$ cat src/rtl/pmu_pkg.sv
package pmu_pkg;
  localparam int N_CNT    = 2;
  localparam int N_MODE   = 4;
  localparam int N_ROUTE  = 4;
  localparam int ADDR_W   = 3;

  typedef enum logic [ADDR_W-1:0] {
    A_CTL  = 3'd0,
    A_FILT = 3'd1,
    A_STAT = 3'd2,
    A_CNT0 = 3'd3,
    A_CNT1 = 3'd4
  } reg_addr_e;

  typedef enum logic [1:0] {
    M_EL0_32 = 2'd0,
    M_EL0_64 = 2'd1,
    M_EL1    = 2'd2,
    M_EL3    = 2'd3
  } exec_mode_e;

  // control register bit positions
  localparam int C_EN_LO   = 0;
  localparam int C_RT_LO   = 8;
  localparam int C_DLV     = 11;
  localparam int C_IE_LO   = 12;
  localparam int C_STOP    = 20;
  localparam int C_HOLD    = 22;
  localparam int FILT_STRIDE = 8;
endpackage

$ cat src/rtl/pmu_counter.sv
module pmu_counter #(
  parameter int CNT_W = 48
) (
  input  logic             clk_i,
  input  logic             rst_ni,
  input  logic             inc_i,
  input  logic             wr_i,
  input  logic [CNT_W-1:0] wdata_i,
  output logic [CNT_W-1:0] cnt_o,
  output logic             ovf_o
);
  localparam logic [CNT_W-1:0] THRESH = {1'b0, {(CNT_W-1){1'b1}}};

  logic [CNT_W-1:0] cnt_q;

  always_ff @(posedge clk_i or negedge rst_ni) begin
    if (!rst_ni)     cnt_q <= '0;
    else if (wr_i)   cnt_q <= wdata_i;
    else if (inc_i)  cnt_q <= cnt_q + 1'b1;
  end

  assign ovf_o = inc_i && !wr_i && (cnt_q == THRESH);
  assign cnt_o = cnt_q;
endmodule

$ cat src/rtl/pmu_irq.sv
module pmu_irq #(
  parameter int N_LINE = 4
) (
  input  logic              clk_i,
  input  logic              rst_ni,
  input  logic              pend_i,
  input  logic              hold_en_i,
  input  logic              eret_i,
  input  logic [2:0]        route_i,
  output logic              deliver_o,
  output logic [N_LINE-1:0] irq_o
);
  logic route_ok;
  logic rel_q;

  assign route_ok = (route_i != 3'd0) && (int'(route_i) <= N_LINE);

  // release latch: set by eret while pending, lapses when pending drops
  always_ff @(posedge clk_i or negedge rst_ni) begin
    if (!rst_ni) rel_q <= 1'b0;
    else         rel_q <= pend_i && hold_en_i && route_ok && (rel_q || eret_i);
  end

  assign deliver_o = pend_i && route_ok && (!hold_en_i || rel_q);

  for (genvar k = 0; k < N_LINE; k++) begin : g_line
    assign irq_o[k] = deliver_o && (int'(route_i) == k + 1);
  end
endmodule

$ cat src/rtl/pmu_core.sv
module pmu_core
  import pmu_pkg::*;
#(
  parameter int CNT_W = 48
) (
  input  logic              clk_i,
  input  logic              rst_ni,
  input  logic              cyc_en_i,
  input  logic              instr_ret_i,
  input  logic [1:0]        mode_i,
  input  logic              eret_i,
  input  logic              reg_we_i,
  input  logic [2:0]        reg_addr_i,
  input  logic [CNT_W-1:0]  reg_wdata_i,
  output logic [CNT_W-1:0]  reg_rdata_o,
  output logic [3:0]        irq_o
);
  localparam int FILT_W = FILT_STRIDE * (N_MODE - 1) + N_CNT;

  logic [N_CNT-1:0]               en_q, irqen_q, status_q;
  logic [2:0]                     route_q;
  logic                           dlv_q, stop_q, hold_q;
  logic [N_MODE-1:0][N_CNT-1:0]   filt_q;
  logic [N_CNT-1:0]               inc, ovf, wr_cnt, ev;
  logic [N_CNT-1:0][CNT_W-1:0]    cnt_w;
  logic                           wr_ctl, wr_filt, wr_stat, deliver, pend;

  assign wr_ctl  = reg_we_i && (reg_addr_i == A_CTL);
  assign wr_filt = reg_we_i && (reg_addr_i == A_FILT);
  assign wr_stat = reg_we_i && (reg_addr_i == A_STAT);

  assign ev[0] = cyc_en_i;
  assign ev[1] = instr_ret_i;

  for (genvar n = 0; n < N_CNT; n++) begin : g_cnt
    assign inc[n]    = ev[n] && en_q[n] && filt_q[mode_i][n];
    assign wr_cnt[n] = reg_we_i && (int'(reg_addr_i) == int'(A_CNT0) + n);
    pmu_counter #(.CNT_W(CNT_W)) u_cnt (
      .clk_i   (clk_i),
      .rst_ni  (rst_ni),
      .inc_i   (inc[n]),
      .wr_i    (wr_cnt[n]),
      .wdata_i (reg_wdata_i),
      .cnt_o   (cnt_w[n]),
      .ovf_o   (ovf[n])
    );
  end

  assign pend = |(status_q & irqen_q);

  pmu_irq #(.N_LINE(N_ROUTE)) u_irq (
    .clk_i     (clk_i),
    .rst_ni    (rst_ni),
    .pend_i    (pend),
    .hold_en_i (hold_q),
    .eret_i    (eret_i),
    .route_i   (route_q),
    .deliver_o (deliver),
    .irq_o     (irq_o)
  );

  // control register
  always_ff @(posedge clk_i or negedge rst_ni) begin
    if (!rst_ni) begin
      en_q    <= '0;
      route_q <= '0;
      irqen_q <= '0;
      stop_q  <= 1'b0;
      hold_q  <= 1'b0;
    end else if (wr_ctl) begin
      en_q    <= reg_wdata_i[C_EN_LO +: N_CNT];
      route_q <= reg_wdata_i[C_RT_LO +: 3];
      irqen_q <= reg_wdata_i[C_IE_LO +: N_CNT];
      stop_q  <= reg_wdata_i[C_STOP];
      hold_q  <= reg_wdata_i[C_HOLD];
    end else if (deliver && stop_q) begin
      en_q    <= '0;
    end
  end

  always_ff @(posedge clk_i or negedge rst_ni) begin
    if (!rst_ni)                            dlv_q <= 1'b0;
    else if (deliver)                       dlv_q <= 1'b1;
    else if (wr_ctl && reg_wdata_i[C_DLV])  dlv_q <= 1'b0;
  end

  always_ff @(posedge clk_i or negedge rst_ni) begin
    if (!rst_ni)      filt_q <= '0;
    else if (wr_filt) begin
      for (int m = 0; m < N_MODE; m++)
        filt_q[m] <= reg_wdata_i[FILT_STRIDE*m +: N_CNT];
    end
  end

  always_ff @(posedge clk_i or negedge rst_ni) begin
    if (!rst_ni) status_q <= '0;
    else status_q <= (status_q & ~(wr_stat ? reg_wdata_i[N_CNT-1:0] : {N_CNT{1'b0}})) | ovf;
  end

  // read mux
  logic [CNT_W-1:0] ctl_rd, filt_rd;
  always_comb begin
    ctl_rd = '0;
    ctl_rd[C_EN_LO +: N_CNT] = en_q;
    ctl_rd[C_RT_LO +: 3]     = route_q;
    ctl_rd[C_DLV]            = dlv_q;
    ctl_rd[C_IE_LO +: N_CNT] = irqen_q;
    ctl_rd[C_STOP]           = stop_q;
    ctl_rd[C_HOLD]           = hold_q;
    filt_rd = '0;
    for (int m = 0; m < N_MODE; m++)
      filt_rd[FILT_STRIDE*m +: N_CNT] = filt_q[m];
  end

  always_comb begin
    unique case (reg_addr_i)
      A_CTL:   reg_rdata_o = ctl_rd;
      A_FILT:  reg_rdata_o = filt_rd;
      A_STAT:  reg_rdata_o = {{(CNT_W-N_CNT){1'b0}}, status_q};
      A_CNT0:  reg_rdata_o = cnt_w[0];
      A_CNT1:  reg_rdata_o = cnt_w[1];
      default: reg_rdata_o = '0;
    endcase
  end

  logic unused_filt_w;
  assign unused_filt_w = (FILT_W > CNT_W);
endmodule

$ cat config.mk
export PLATFORM = sky130hd
export DESIGN_NAME = pmu_core
export DESIGN_NICKNAME = d
export VERILOG_FILES = /design/src/rtl/pmu_pkg.sv /design/src/rtl/pmu_counter.sv /design/src/rtl/pmu_irq.sv /design/src/rtl/pmu_core.sv
export SDC_FILE = /design/constraint.sdc
export NUM_CORES = 1
export LEC_CHECK = 0
export BUFFER_PORTS_ARGS = -buffer_cell sky130_fd_sc_hd__buf_2
export CORE_UTILIZATION = 50
export DETAILED_ROUTE_END_ITERATION = 7
export GPL_TIMING_DRIVEN = 0
export PLACE_DENSITY = 0.74
export SKIP_LAST_GASP = 1
export SYNTH_ARGS = -nofsm -noshare
export SYNTH_HDL_FRONTEND = slang
export SYNTH_HIERARCHICAL = 1
export SYNTH_SLANG_ARGS = --single-unit
$ cat constraint.sdc
create_clock -name clk_i -period 2.7 [get_ports clk_i]
set_input_delay 0.27 -clock clk_i [delete_from_list [all_inputs] [get_ports clk_i]]
set_output_delay 0.27 -clock clk_i [all_outputs]
set_load 0.1 [all_outputs]
==> impl_summary.md, run 1 <==
Run status
The run finished, with violations left. The final reports fail on setup timing.

STA
In the finished design, the share of the clock period the worst path needs comes to 1.00. In the post-route analysis, the smallest setup slack over all paths is -0.00364 ns. The tightest slew margin relative to the limit is 0.476.

The max-slew violation count is 0. The clock skew is 0.00616 ns. The smallest clock period supported by the final layout is computed as between 2 and 3 ns. The final-report setup violation count is 1. The highest clock frequency the design can meet is roughly 0.37 GHz. Hold is met by approximately 0.072 ns. Setup repair after global routing could not meet its margin everywhere.

For the pin with the worst max-slew slack, the measured transition is 0.787 ns. The hold violation count in the final report was 0.

Synthesis
During synthesis, Yosys emitted a total of 6 warnings. Of the post-synthesis cell area, the dominant cell type holds 0.395. The most used flip-flop cell after synthesis is sky130_fd_sc_hd__dfrtp_1. The number of distinct library cell variants in the gate-level netlist after synthesis is 45. When the netlist entered floorplanning its net count stood at between 800 and 900. The share of the Yosys chip area taken by registers is 0.395.

The largest area contributor in the synthesized netlist is sky130_fd_sc_hd__dfrtp_1. The average cell area after synthesis is 9.01 um2. The cell count after synthesis is approximately 800.

For this run, asynchronously set or reset flops after synthesis account for 1.00. Yosys attributes the largest share of cell area to sky130_fd_sc_hd__dfrtp_1 (39%), sky130_fd_sc_hd__xnor2_1 (7.1%), sky130_fd_sc_hd__nand2_1 (6.6%). The number of synthesized register bits is between 100 and 150. In this run, synthesis inferred 0 flip-flops with an integrated enable. The area of the mapped netlist is 0.00742 mm2.

Routing
The final antenna-violating net count is 0. The first detailed-routing pass ran for 5 iterations. The number of DRC violations after detailed routing is 0.

In this run, the number of DRC markers left after iteration 0 of detailed routing was 844. Dividing the detail-routed wire length by the instance count gives 22.3 um. The final wirelength is ~26000 um. The via count is approximately 7300.

After detailed routing, the number of vias per cell comes to between 6 and 7.

Pwr
Dividing total power by cell area gives a power density of roughly 740 mW/mm2. The maximum vdd ir drop is 618 uV. After layout, the design draws a total of 6.75 mW. In this run the static leakage power is between 3 and 4 nW.

Floorplanning
After floorplanning, the core was divided into between 40 and 50 placement rows. From bottom edge to top edge, the die measures 124 um. The core region is between 0.01 and 0.015 mm2. For this configuration, the core starts out at a cell density of 0.512. During I/O placement, the number of pins put on the boundary was about 110. The die is about 120 um wide.

The die covers 0.0153 mm2.

Clock network
TritonCTS created 17 clock buffers. The master cell of the clock root buffer is sky130_fd_sc_hd__clkbuf_16. The clock reaches the later pin of the worst-skew pair after roughly 0.43 ns.

The longest clock path from root to sink contains 2 buffers. TritonCTS built the clock tree. The clock slew seen by the registers of the worst setup and hold paths is ~0.05 ns. The clock sink count is 117.

The maximum level of the CTS H-tree is 4.

Global route
The aggregate global-route resource usage is 0.348. The first global-routing pass estimated 38600 um of wire. Entering global routing, the biggest net connects 80 pins. After global routing the overflow that remains totals 0. The number of antenna violations at the first check in global routing is 1.

The via count of the first global-routing pass came to between 6000 and 7000.

Place
The post-placement worst setup slack is -0.910 ns. The count of input and output buffers is about 110. Routability-driven placement finished with a final weighted congestion of 0.908.

The HPWL after detailed placement is around 18000 um. The placed instances occupy a cell area of slightly above 0.008 mm2.

Worst setup path
In this run the worst path has a maximum fanout of 4. STA classifies the critical path endpoint as a flop. The required time of the critical path is 3.07 ns. Data arrives at the worst endpoint at between 3 and 4 ns. The kind of launch point of the worst setup path is a flop. The setup path with the least slack is of type flop to flop.

Min path
The tightest min-delay check is of the primary input to flop type.

Layout
0 antenna diodes ended up in the layout. The filler cells instantiated in the layout total 1232. Compared with the post-synthesis result, the final layout area differs by 23.1%. In the final layout, the share of cells above drive strength 1 is 0.249. The most frequent standard cell in the layout excluding fill and tap cells is sky130_fd_sc_hd__nand2_1. The flip-flop and latch area is 0.00293 mm2. The share of the core filled with cells is 0.630.

In the layout the commonest cells are sky130_fd_sc_hd__nand2_1 (130), sky130_fd_sc_hd__buf_2 (120), sky130_fd_sc_hd__dfrtp_1 (117). The multi-input combinational cells in the finished layout cover a total of 0.00441 mm2. The final cell area excluding filler cells is a little over 0.009 mm2. The layout net count is 1024.

Flow run
The number of violations of the max-capacitance limit is 0.
final cells by class:
type | instances | area share
clock inverter | 10 | 0.0167
inverter | 12 | 0.00493
tap | 184 | 0.0252
buffer | 47 | 0.0247
sequential | 117 | 0.321
clock buffer | 22 | 0.0509
multi-input combinational | 645 | 0.483
timing repair buffer | 122 | 0.0736
critical path, stage by stage, from the launching register on:
cell and delay (ns):
sky130_fd_sc_hd__dfrtp_1 0.37, sky130_fd_sc_hd__mux2i_1 0.17, sky130_fd_sc_hd__a211oi_4 0.36, sky130_fd_sc_hd__nand4_1 0.27, sky130_fd_sc_hd__or3_4 0.48, sky130_fd_sc_hd__or4_1 0.49, sky130_fd_sc_hd__nor3_2 0.39, sky130_fd_sc_hd__a21o_1 0.13
sequential cells by signal, summed over array words and instances (netlist names):
register	count
g_cnt.u_cnt/cnt_o	96
filt_q	8
route_q	3
en_q	2
irqen_q	2
status_q	2
dlv_q	1
hold_q	1
stop_q	1
u_irq/rel_q	1
final timing paths:
path | start | endpoint | slack (ns) | cells after the start
min | reg_wdata_i[7] | g_cnt[1].u_cnt/cnt_o[7]$_DFFE_PN0P_ | 0.07 | 3
max in group asynchronous | rst_ni | u_irq/rel_q$_DFF_PN0_ | 1.66 | 3
min reg2reg | dlv_q$_DFFE_PN0P_ | dlv_q$_DFFE_PN0P_ | 0.50 | 1
max | filt_q[7]$_DFFE_PN0P_ | status_q[1]$_DFF_PN0_ | -0.004 | 7
min in group asynchronous | rst_ni | g_cnt[1].u_cnt/cnt_o[33]$_DFFE_PN0P_ | 0.32 | 2
max reg2reg | filt_q[7]$_DFFE_PN0P_ | status_q[1]$_DFF_PN0_ | -0.004 | 7
what timing repair did:
action                     4_1_cts  5_1_grt
resized for setup               14       18
hold buffers                     1        0
pin swaps                        3        4
hold endpoints to repair        38        0
buffers inserted                 7        4
setup endpoints to repair       76       37
routing by layer:
metal  track usage  wire (um)
met2         0.525      11600
met5             0          0
met1         0.480      10700
met4         0.128        739
met3        0.0865       2730
cells in the mapped netlist, types with 3 or more instances:
library cell               number
sky130_fd_sc_hd__a211o_1        6
sky130_fd_sc_hd__a211oi_1       4
sky130_fd_sc_hd__a21o_1         3
sky130_fd_sc_hd__a22o_1        35
sky130_fd_sc_hd__a22oi_1        6
sky130_fd_sc_hd__and2_1        11
sky130_fd_sc_hd__and3_1        26
sky130_fd_sc_hd__and4_1        18
sky130_fd_sc_hd__buf_1          4
sky130_fd_sc_hd__buf_2         12
sky130_fd_sc_hd__buf_6          4
sky130_fd_sc_hd__clkbuf_1      29
sky130_fd_sc_hd__dfrtp_1      117
sky130_fd_sc_hd__ha_1           3
sky130_fd_sc_hd__inv_1         12
sky130_fd_sc_hd__mux2_2        27
sky130_fd_sc_hd__mux2i_1       14
sky130_fd_sc_hd__nand2_1      130
sky130_fd_sc_hd__nand3_1       22
sky130_fd_sc_hd__nand3_2        4
sky130_fd_sc_hd__nand4_1       44
sky130_fd_sc_hd__nor2_1        21
sky130_fd_sc_hd__nor2b_1        3
sky130_fd_sc_hd__nor3_1        24
sky130_fd_sc_hd__nor3b_1        4
sky130_fd_sc_hd__nor4_1        26
sky130_fd_sc_hd__nor4_2         6
sky130_fd_sc_hd__o21ai_0       72
sky130_fd_sc_hd__o21ai_1       22
sky130_fd_sc_hd__or4_1          4
sky130_fd_sc_hd__xnor2_1       60
sky130_fd_sc_hd__xor2_1        30
through the flow:
stage / setup TNS, ns / cells
after floorplan: -1.21 / 823
after global placement: -60.31 / 1116
after detailed placement: -46.43 / 1117
after CTS: -0.0722 / 1157
after global routing: -0.0476 / 1159
final: -0.00364 / 1159
power by group:
group | total [mW] | switching, mW | internal [mW]
clock | 2.42 | 0.832 | 1.58
combinational | 1.64 | 1.07 | 0.571
sequential | 2.69 | 0.566 | 2.13
total | 6.75 | 2.47 | 4.28
kinds of logic after synthesis:
logic type,synth area share
buf+inv,0.0369
simple gates,0.268
compound gates,0.129
mux,0.0599
flops,0.395
fa+ha+maj,0.00506
xor+xnor,0.106
Power figures use the tool's default switching activity.
==> run 2, diff against run 1 <==
--- a/config.mk
+++ b/config.mk
@@ -9,7 +9,7 @@
 export CORE_UTILIZATION = 50
 export DETAILED_ROUTE_END_ITERATION = 7
 export GPL_TIMING_DRIVEN = 0
-export PLACE_DENSITY = 0.74
+export PLACE_DENSITY = 0.71
 export SKIP_LAST_GASP = 1
 export SYNTH_ARGS = -nofsm -noshare
 export SYNTH_HDL_FRONTEND = slang
==> constraint.sdc (replaced) <==
create_clock -name clk_i -period 3 [get_ports clk_i]
set_input_delay 0.3 -clock clk_i [delete_from_list [all_inputs] [get_ports clk_i]]
set_output_delay 0.3 -clock clk_i [all_outputs]
set_load 0.1 [all_outputs]
==> run 2 against run 1 <==
  * The flow now finishes without violations
  * Largest power group unchanged
  * Utilization fell by 1.1 points
  * Worst hold slack improved by 0.026 ns
  * Critical path depth did not move
==> impl_summary.md, run 2 (synthesized netlist as in run 1, its figures left out) <==
Run status
The flow ran to the end, and the final reports show no timing, DRC or antenna violations.

STA
The max-slew violation count is 0. In this run the tightest slew margin relative to its limit is 0.474. For the pin with the worst max-slew slack, the measured transition is roughly 0.79 ns. Setup violations remaining at the end of the flow were counted as 0. Setup repair after global routing left no endpoint under its margin.

The hold violation count in the final report is 0. Static timing analysis puts the maximum clock frequency at ~0.34 GHz. The post-route fraction of the period consumed by the critical path is 0.990.

The clock period could shrink to roughly 3.0 ns. The clock arrives with 0.00846 ns of skew.

Place
The placed cell area is between 0.008 and 0.009 mm2. The count of input and output buffers is 109. The routability congestion estimate from global placement is between 0.9 and 1. The cell count after placement is 1117. The HPWL after detailed placement is about 18000 um.

Clock network
After clock tree synthesis, the clock-pin slew on the worst setup and hold paths is 0.06 ns. The later pin in the worst-skew pair is clocked with a latency of about 0.43 ns. The H-tree was split into 4 levels. CTS placed an instance of sky130_fd_sc_hd__clkbuf_16 at the clock tree root. The number of buffers added by the clock tree synthesis step is 17.

TritonCTS built the clock tree. The clock sink count is ~120. The maximum clock insertion buffer count is 2.

Routing
The routed design has around 26000 um of wire. The average wire per cell in the routed design is 22.1 um. The detail route stage leaves a number of antenna-violating nets equal to 0. The first-iteration detailed-routing DRC count is around 700. Across all layers, the routed design uses between 7000 and 8000 vias. The number of DRC violations after detailed routing is 0. The number of search-and-repair iterations in the first detailed-routing pass is 5. The mean number of vias per cell is around 6.3.

Global route
In the global route stage, overall resource usage came out at 0.348. The first global-routing pass estimated 38500 um of wire. Entering global routing, the biggest net connects between 80 and 90 pins. The number of antenna violations at the first check in global routing was 0. The via count of the first global-routing pass is between 6000 and 7000. Global routing finished with a remaining overflow of 0.

Worst setup path
Data arrives at the worst endpoint at roughly 3.3 ns. The worst setup path is captured at a flop. The maximum fanout count along the critical path is 8. The required time of the critical path is approximately 3.3 ns.

The kind of launch point of the worst setup path is a flop. The path type of the worst setup path is flop to flop.

Pwr
The portion of total power attributed to sequential cells is 0.398. The switching power as a share of total power is 0.360. The switching power total is approximately 2.2 mW. Of the total power, the clock network draws 0.364. For this design the ratio of total power to cell area is roughly 680 mW/mm2.

Of the total power, combinational logic draws 0.239. IR analysis of the VDD net gives a maximum drop of 495 uV. The static leakage is between 3 and 4 nW.

The internal power of the cells is roughly 3.9 mW.

Layout
Relative to the synthesized area, the layout overhead comes to 20.8%. The number of flip-flops in the largest register is 96. The final cell area excluding filler cells is between 0.008 and 0.009 mm2. Once layout is complete, the cells apart from fillers number about 1200.

The layout net count is around 1000. The most frequent standard cell in the layout excluding fill and tap cells is sky130_fd_sc_hd__nand2_1. In the final layout, the share of cells above drive strength 1 is 0.222. Leaving out fill and tap cells, the most frequent cells in the layout are sky130_fd_sc_hd__nand2_1 (130), sky130_fd_sc_hd__buf_2 (120), sky130_fd_sc_hd__dfrtp_1 (117). The antenna diode count is 0.

Floorplanning
The floorplan row count is 44. The initial utilization of the core area, before any placement, comes to 0.512. The area of the die is roughly 0.015 mm2.

The core region is around 0.014 mm2. In this run the count of I/O pins placed on the die edge is approximately 110. The die is between 100 and 150 um tall. The die extent in x is about 120 um.

Min path
The class of the tightest hold or removal check is primary input to flop.

Flow run
The number of violations of the max-capacitance limit is 0.
-- run 2: final timing paths --
kind | start | to | slack [ns] | cells after the start
max | filt_q[7]$_DFFE_PN0P_ | g_cnt[1].u_cnt/cnt_o[43]$_DFFE_PN0P_ | 0.03 | 7
min | reg_wdata_i[43] | g_cnt[1].u_cnt/cnt_o[43]$_DFFE_PN0P_ | 0.1 | 3
max reg2reg | filt_q[7]$_DFFE_PN0P_ | g_cnt[1].u_cnt/cnt_o[43]$_DFFE_PN0P_ | 0.03 | 7
min reg2reg | dlv_q$_DFFE_PN0P_ | dlv_q$_DFFE_PN0P_ | 0.49 | 1
max in group asynchronous | rst_ni | g_cnt[0].u_cnt/cnt_o[0]$_DFFE_PN0P_ | 1.94 | 3
min in group asynchronous | rst_ni | g_cnt[1].u_cnt/cnt_o[14]$_DFFE_PN0P_ | 0.35 | 2
-- run 2: layout make-up --
class,count,area [um2]
fillers,1302,5520
multi-input cells,645,4280
flip-flops and latches,117,2930
repair buffers,114,612
clock buffers,24,492
well taps,184,230
plain buffers,49,229
clock inverters,8,145
inverters,12,45.0
-- run 2: critical path, stage by stage (launching register included) --
cell and delay [ns]:
sky130_fd_sc_hd__dfrtp_1 0.38, sky130_fd_sc_hd__mux2i_1 0.18, sky130_fd_sc_hd__a211oi_4 0.38, sky130_fd_sc_hd__and4_1 0.31, sky130_fd_sc_hd__nand4_1 0.62, sky130_fd_sc_hd__nor4_2 0.67
sky130_fd_sc_hd__xnor2_1 0.19, sky130_fd_sc_hd__o21ai_0 0.09
-- run 2: metrics by stage --
stage | setup TNS (ns) | utilization | hold WS (ns) | power [mW] | worst slack (ns)
2_1_floorplan | -2.56 | - | 0.00441 | 3.38 | -1.09
3_3_place_gp | -18.13 | 0.567 | 0.472 | 3.80 | -0.651
3_5_place_dp | -20.27 | 0.569 | 0.225 | 3.84 | -0.677
4_1_cts | -0.103 | 0.616 | 0.0800 | 6.08 | -0.103
5_1_grt | 0 | 0.619 | 0.102 | 6.35 | 0.00765
6_report | 0 | 0.619 | 0.0977 | 6.09 | 0.0287
-- run 2: routing by layer --
metal  GRT usage  wire [um]  vias up
li1            -          -     3274
met1       0.485      10900     3556
met2       0.504      11200      387
met3      0.0920       2540       60
met4       0.156        892        0
met5           0          0        -
-- run 2: repair_timing --
| item | 4_1_cts | 5_1_grt |
|---|---|---|
| pin swaps | 0 | 2 |
| buffers inserted | 0 | 3 |
| setup endpoints to repair | 57 | 20 |
| hold endpoints to repair | 36 | 0 |
| resized for setup | 7 | 2 |
| hold buffers | 1 | 0 |
-- run 2: power groups by stage --
stage                     clock (mW)  sequential [mW]  combinational [mW]
after floorplan                    0             2.26                1.12
after global placement             0             2.42                1.38
after detailed placement           0             2.43                1.41
after CTS                       2.24             2.41                1.44
after global routing            2.32             2.47                1.56
final                           2.22             2.42                1.46
==> run 3, diff against run 2 <==
--- a/config.mk
+++ b/config.mk
@@ -8,7 +8,8 @@
 export BUFFER_PORTS_ARGS = -buffer_cell sky130_fd_sc_hd__buf_2
 export CORE_UTILIZATION = 50
 export DETAILED_ROUTE_END_ITERATION = 7
-export GPL_TIMING_DRIVEN = 0
+export GPL_TIMING_DRIVEN = 1
+export HOLD_SLACK_MARGIN = 0.1
 export PLACE_DENSITY = 0.71
 export SKIP_LAST_GASP = 1
 export SYNTH_ARGS = -nofsm -noshare
==> run 3 against run 2 <==
  * Fmax grew 5.4%
  * Critical endpoint is now status_q[0]$_DFF_PN0_
  * Clock skew is 0.00073 ns higher
  * Combinational power grew 7%
  * Register-to-register slack better by 0.15 ns
  * Global-route usage decreased by 2.5 points
  * Routed wire length is 8.4% lower
  * Largest cell class unchanged
==> impl_summary.md, run 3 (synthesized netlist as in run 1, its figures left out) <==
Run status
The run finished with clean final reports.

Layout
Fill cells in the final layout number roughly 1200. The share of layout cells above drive strength 1 is 0.232. For this run, the post-layout net count is 992.

The area growth from synthesis to layout is 26.5%. The antenna diode count is 0. The most frequent standard cell in the layout excluding fill and tap cells is sky130_fd_sc_hd__nand2_1.

The register with the most flip-flops in the layout has 96 of them. The top cell types in the final layout, fill and taps aside, are sky130_fd_sc_hd__nand2_1 (130), sky130_fd_sc_hd__dfrtp_1 (117), sky130_fd_sc_hd__buf_2 (75). With fillers left out, the area of the finished cells amounts to 0.00938 mm2.

Flow run
The number of violations of the max-capacitance limit is 0.

Routing
The first detailed-routing pass took 5 iterations. The detailed router put a total of 9790 um of wire on met1. Summed over all layers, the routed wires come to roughly 23000 um.

The count of nets left with antenna violations once routing finished came out at 0. The routed layout has 7054 vias. The average wire per cell in the routed design is a little over 20 um. The uppermost signal routing layer after detailed routing is met4. After the first detailed-routing iteration, the DRC count stood at approximately 720. In the detailed route, the total length drawn on met3 is 2520 um.

In the detailed route, the total length drawn on met2 is around 10000 um. The number of DRC violations after detailed routing is 0. After detailed routing, the number of vias per cell comes to approximately 6.3.

Floorplanning
For this configuration, the core starts out at a cell density of 0.512. In this run the count of I/O pins placed on the die edge is ~110. The floorplan has between 40 and 50 rows. The chip height is ~120 um. The die covers approximately 0.015 mm2. The die is around 120 um wide.

The region available for standard cell placement spans approximately 0.014 mm2.

Pwr
The design draws slightly above 6 mW. Across the VDD grid, the largest voltage drop is 463 uV. In this run the power density over the cells is approximately 660 mW/mm2. The internal power of the cells is just over 4 mW. The switching power total is approximately 2.2 mW. Of the total power, the share spent switching nets is 0.351. The portion of total power attributed to sequential cells is 0.391. The share of total power dissipated in the clock network is 0.357.

Of the total power, combinational logic draws 0.252. In this run the static leakage power is between 3 and 4 nW.

Place
The routability congestion estimate from global placement is approximately 0.96. The wire-length estimate of the detail-placed layout is roughly 17000 um. The placed cell area is approximately 0.0087 mm2. In this run the tool buffered the top-level ports with 110 buffer cells.

Timing analysis after detailed placement gives a worst setup slack of 0.168 ns.

STA
The hold violation count in the final report is 0. The max-slew violation count is 0. For the pin with the worst max-slew slack, the measured transition is 0.692 ns.

Setup repair after global routing left no endpoint under its margin. The highest clock frequency the design can meet is 0.355 GHz. In the finished design, the share of the clock period the worst path needs comes to 0.940. The final-report setup violation count is 0. On the final layout, the worst clock skew is between 0.009 and 0.01 ns. Once routing completed, OpenROAD measured the worst setup slack at around 0.18 ns. The tightest slew margin relative to the limit is 0.539. The minimum clock period is ~2.8 ns.

Worst setup path
The path length in cells of the critical path is 8. The longest individual stage delay on the worst path is 0.62 ns. The critical path goes through nor2b_1 -> a211oi_1 -> a211oi_1 -> nand4_1 -> or3_1 -> or4_1 -> nor3_1 -> a21o_1. Counting cells, the worst reg-to-reg path comes to 8.

The kind of launch point of the worst setup path is a flop. The arrival time of the worst setup path is ~3.2 ns. In this run the critical register-to-register path is captured at status_q[0]$_DFF_PN0_.

The most common cell type on the critical path is sky130_fd_sc_hd__a211oi_1. The worst setup path is of the flop to flop kind. The highest-delay cell along the critical path is sky130_fd_sc_hd__or3_1. The kind of cell with the highest combined delay along the critical path is simple AND/OR/NAND/NOR gates. The minimum setup slack among reg-to-reg paths is approximately 0.18 ns. The total buffers and inverters traversed by the critical path is 0.

The maximum fanout count along the critical path is 12. The critical path ends at status_q[0]$_DFF_PN0_. The critical path starts at filt_q[0]$_DFFE_PN0P_. The launch instance of the worst register-to-register path is filt_q[0]$_DFFE_PN0P_.

The required time of the critical path is around 3.4 ns. The element type at the critical path end is a flop.

Clock network
The maximum clock insertion buffer count is 2. For this design, the sink count on the clock tree is between 100 and 150. Clock tree synthesis inserted a total of 17 buffers. The maximum level of the CTS H-tree is 4.

For the worst-skew pair, the clock arrives at the later sink with an insertion delay of between 0.4 and 0.5 ns. The CTS tree is done. The tree is rooted in a sky130_fd_sc_hd__clkbuf_16. Clock-pin slew was measured on the worst setup and hold paths at about 0.060 ns. Post-CTS timing repair inserted 0 buffers for setup.

Global route
The via count of the first global-routing pass is ~6700. The pin count of the biggest net entering global routing is 51. The number of antenna violations at the first check in global routing is 0. The first global-routing pass estimated about 37000 um of wire. The aggregate global-route resource usage is 0.323. Summed over all layers, the global routing overflow is 0.

Min path
The class of the tightest hold or removal check is primary input to flop.
run 3: how the worst min path moves through the flow:
stage                     from                              endpoint  slack [ns]  cells after the start
6_report        reg_wdata_i[7]   g_cnt[1].u_cnt/cnt_o[7]$_DFFE_PN0P_        0.11                      3
5_1_grt        reg_wdata_i[14]  g_cnt[1].u_cnt/cnt_o[14]$_DFFE_PN0P_        0.11                      3
4_1_cts        reg_wdata_i[14]  g_cnt[1].u_cnt/cnt_o[14]$_DFFE_PN0P_        0.10                      3
3_5_place_dp            rst_ni  g_cnt[1].u_cnt/cnt_o[19]$_DFFE_PN0P_        0.39                      1
3_3_place_gp            rst_ni  g_cnt[1].u_cnt/cnt_o[19]$_DFFE_PN0P_        0.38                      1
2_1_floorplan           rst_ni                     dlv_q$_DFFE_PN0P_       0.004                      0
run 3: metal layers:
metal / GRT usage / vias up
met1: 0.450 / 3385
met4: 0.136 / 0
met2: 0.476 / 408
met5: 0 / -
li1: - / 3208
met3: 0.0810 / 53
run 3: through the flow:
| step | TNS (ns) | hold slack [ns] | util | std cells |
|---|---|---|---|---|
| 6_report | 0 | 0.107 | 0.648 | 1126 |
| 5_1_grt | 0 | 0.110 | 0.648 | 1126 |
| 4_1_cts | 0 | 0.100 | 0.648 | 1126 |
| 3_5_place_dp | 0 | 0.388 | 0.602 | 1093 |
| 3_3_place_gp | 0 | 0.379 | 0.602 | 1093 |
| 2_1_floorplan | -2.56 | 0.00441 | - | 823 |
run 3: power by group through the flow:
| stage | combinational [mW] | clock (mW) | sequential, mW |
|---|---|---|---|
| 3_5_place_dp | 1.54 | 0 | 2.43 |
| 5_1_grt | 1.68 | 2.31 | 2.47 |
| 3_3_place_gp | 1.52 | 0 | 2.42 |
| 6_report | 1.56 | 2.21 | 2.43 |
| 2_1_floorplan | 1.12 | 0 | 2.26 |
| 4_1_cts | 1.56 | 2.23 | 2.41 |
run 3: area by class of cell:
type	instances	area, um2	share of cell area
well taps	184	230	0.0245
clock buffers	22	494	0.0527
multi-input cells	645	4240	0.452
clock inverters	9	148	0.0157
inverters	12	45.0	0.00480
repair buffers	137	1300	0.138
flip-flops and latches	117	2930	0.312
run 3: what timing repair did:
item | 4_1_cts | 5_1_grt
gates resized for setup | 0 | 1
endpoints found under the setup margin | 0 | 1
hold buffers | 2 | 0
endpoints found under the hold margin | 48 | 0
run 3: worst min-delay path, stage by stage:
cell and delay, ns:
sky130_fd_sc_hd__buf_2 0.09, sky130_fd_sc_hd__nand2_1 0.04, sky130_fd_sc_hd__o21ai_0 0.05
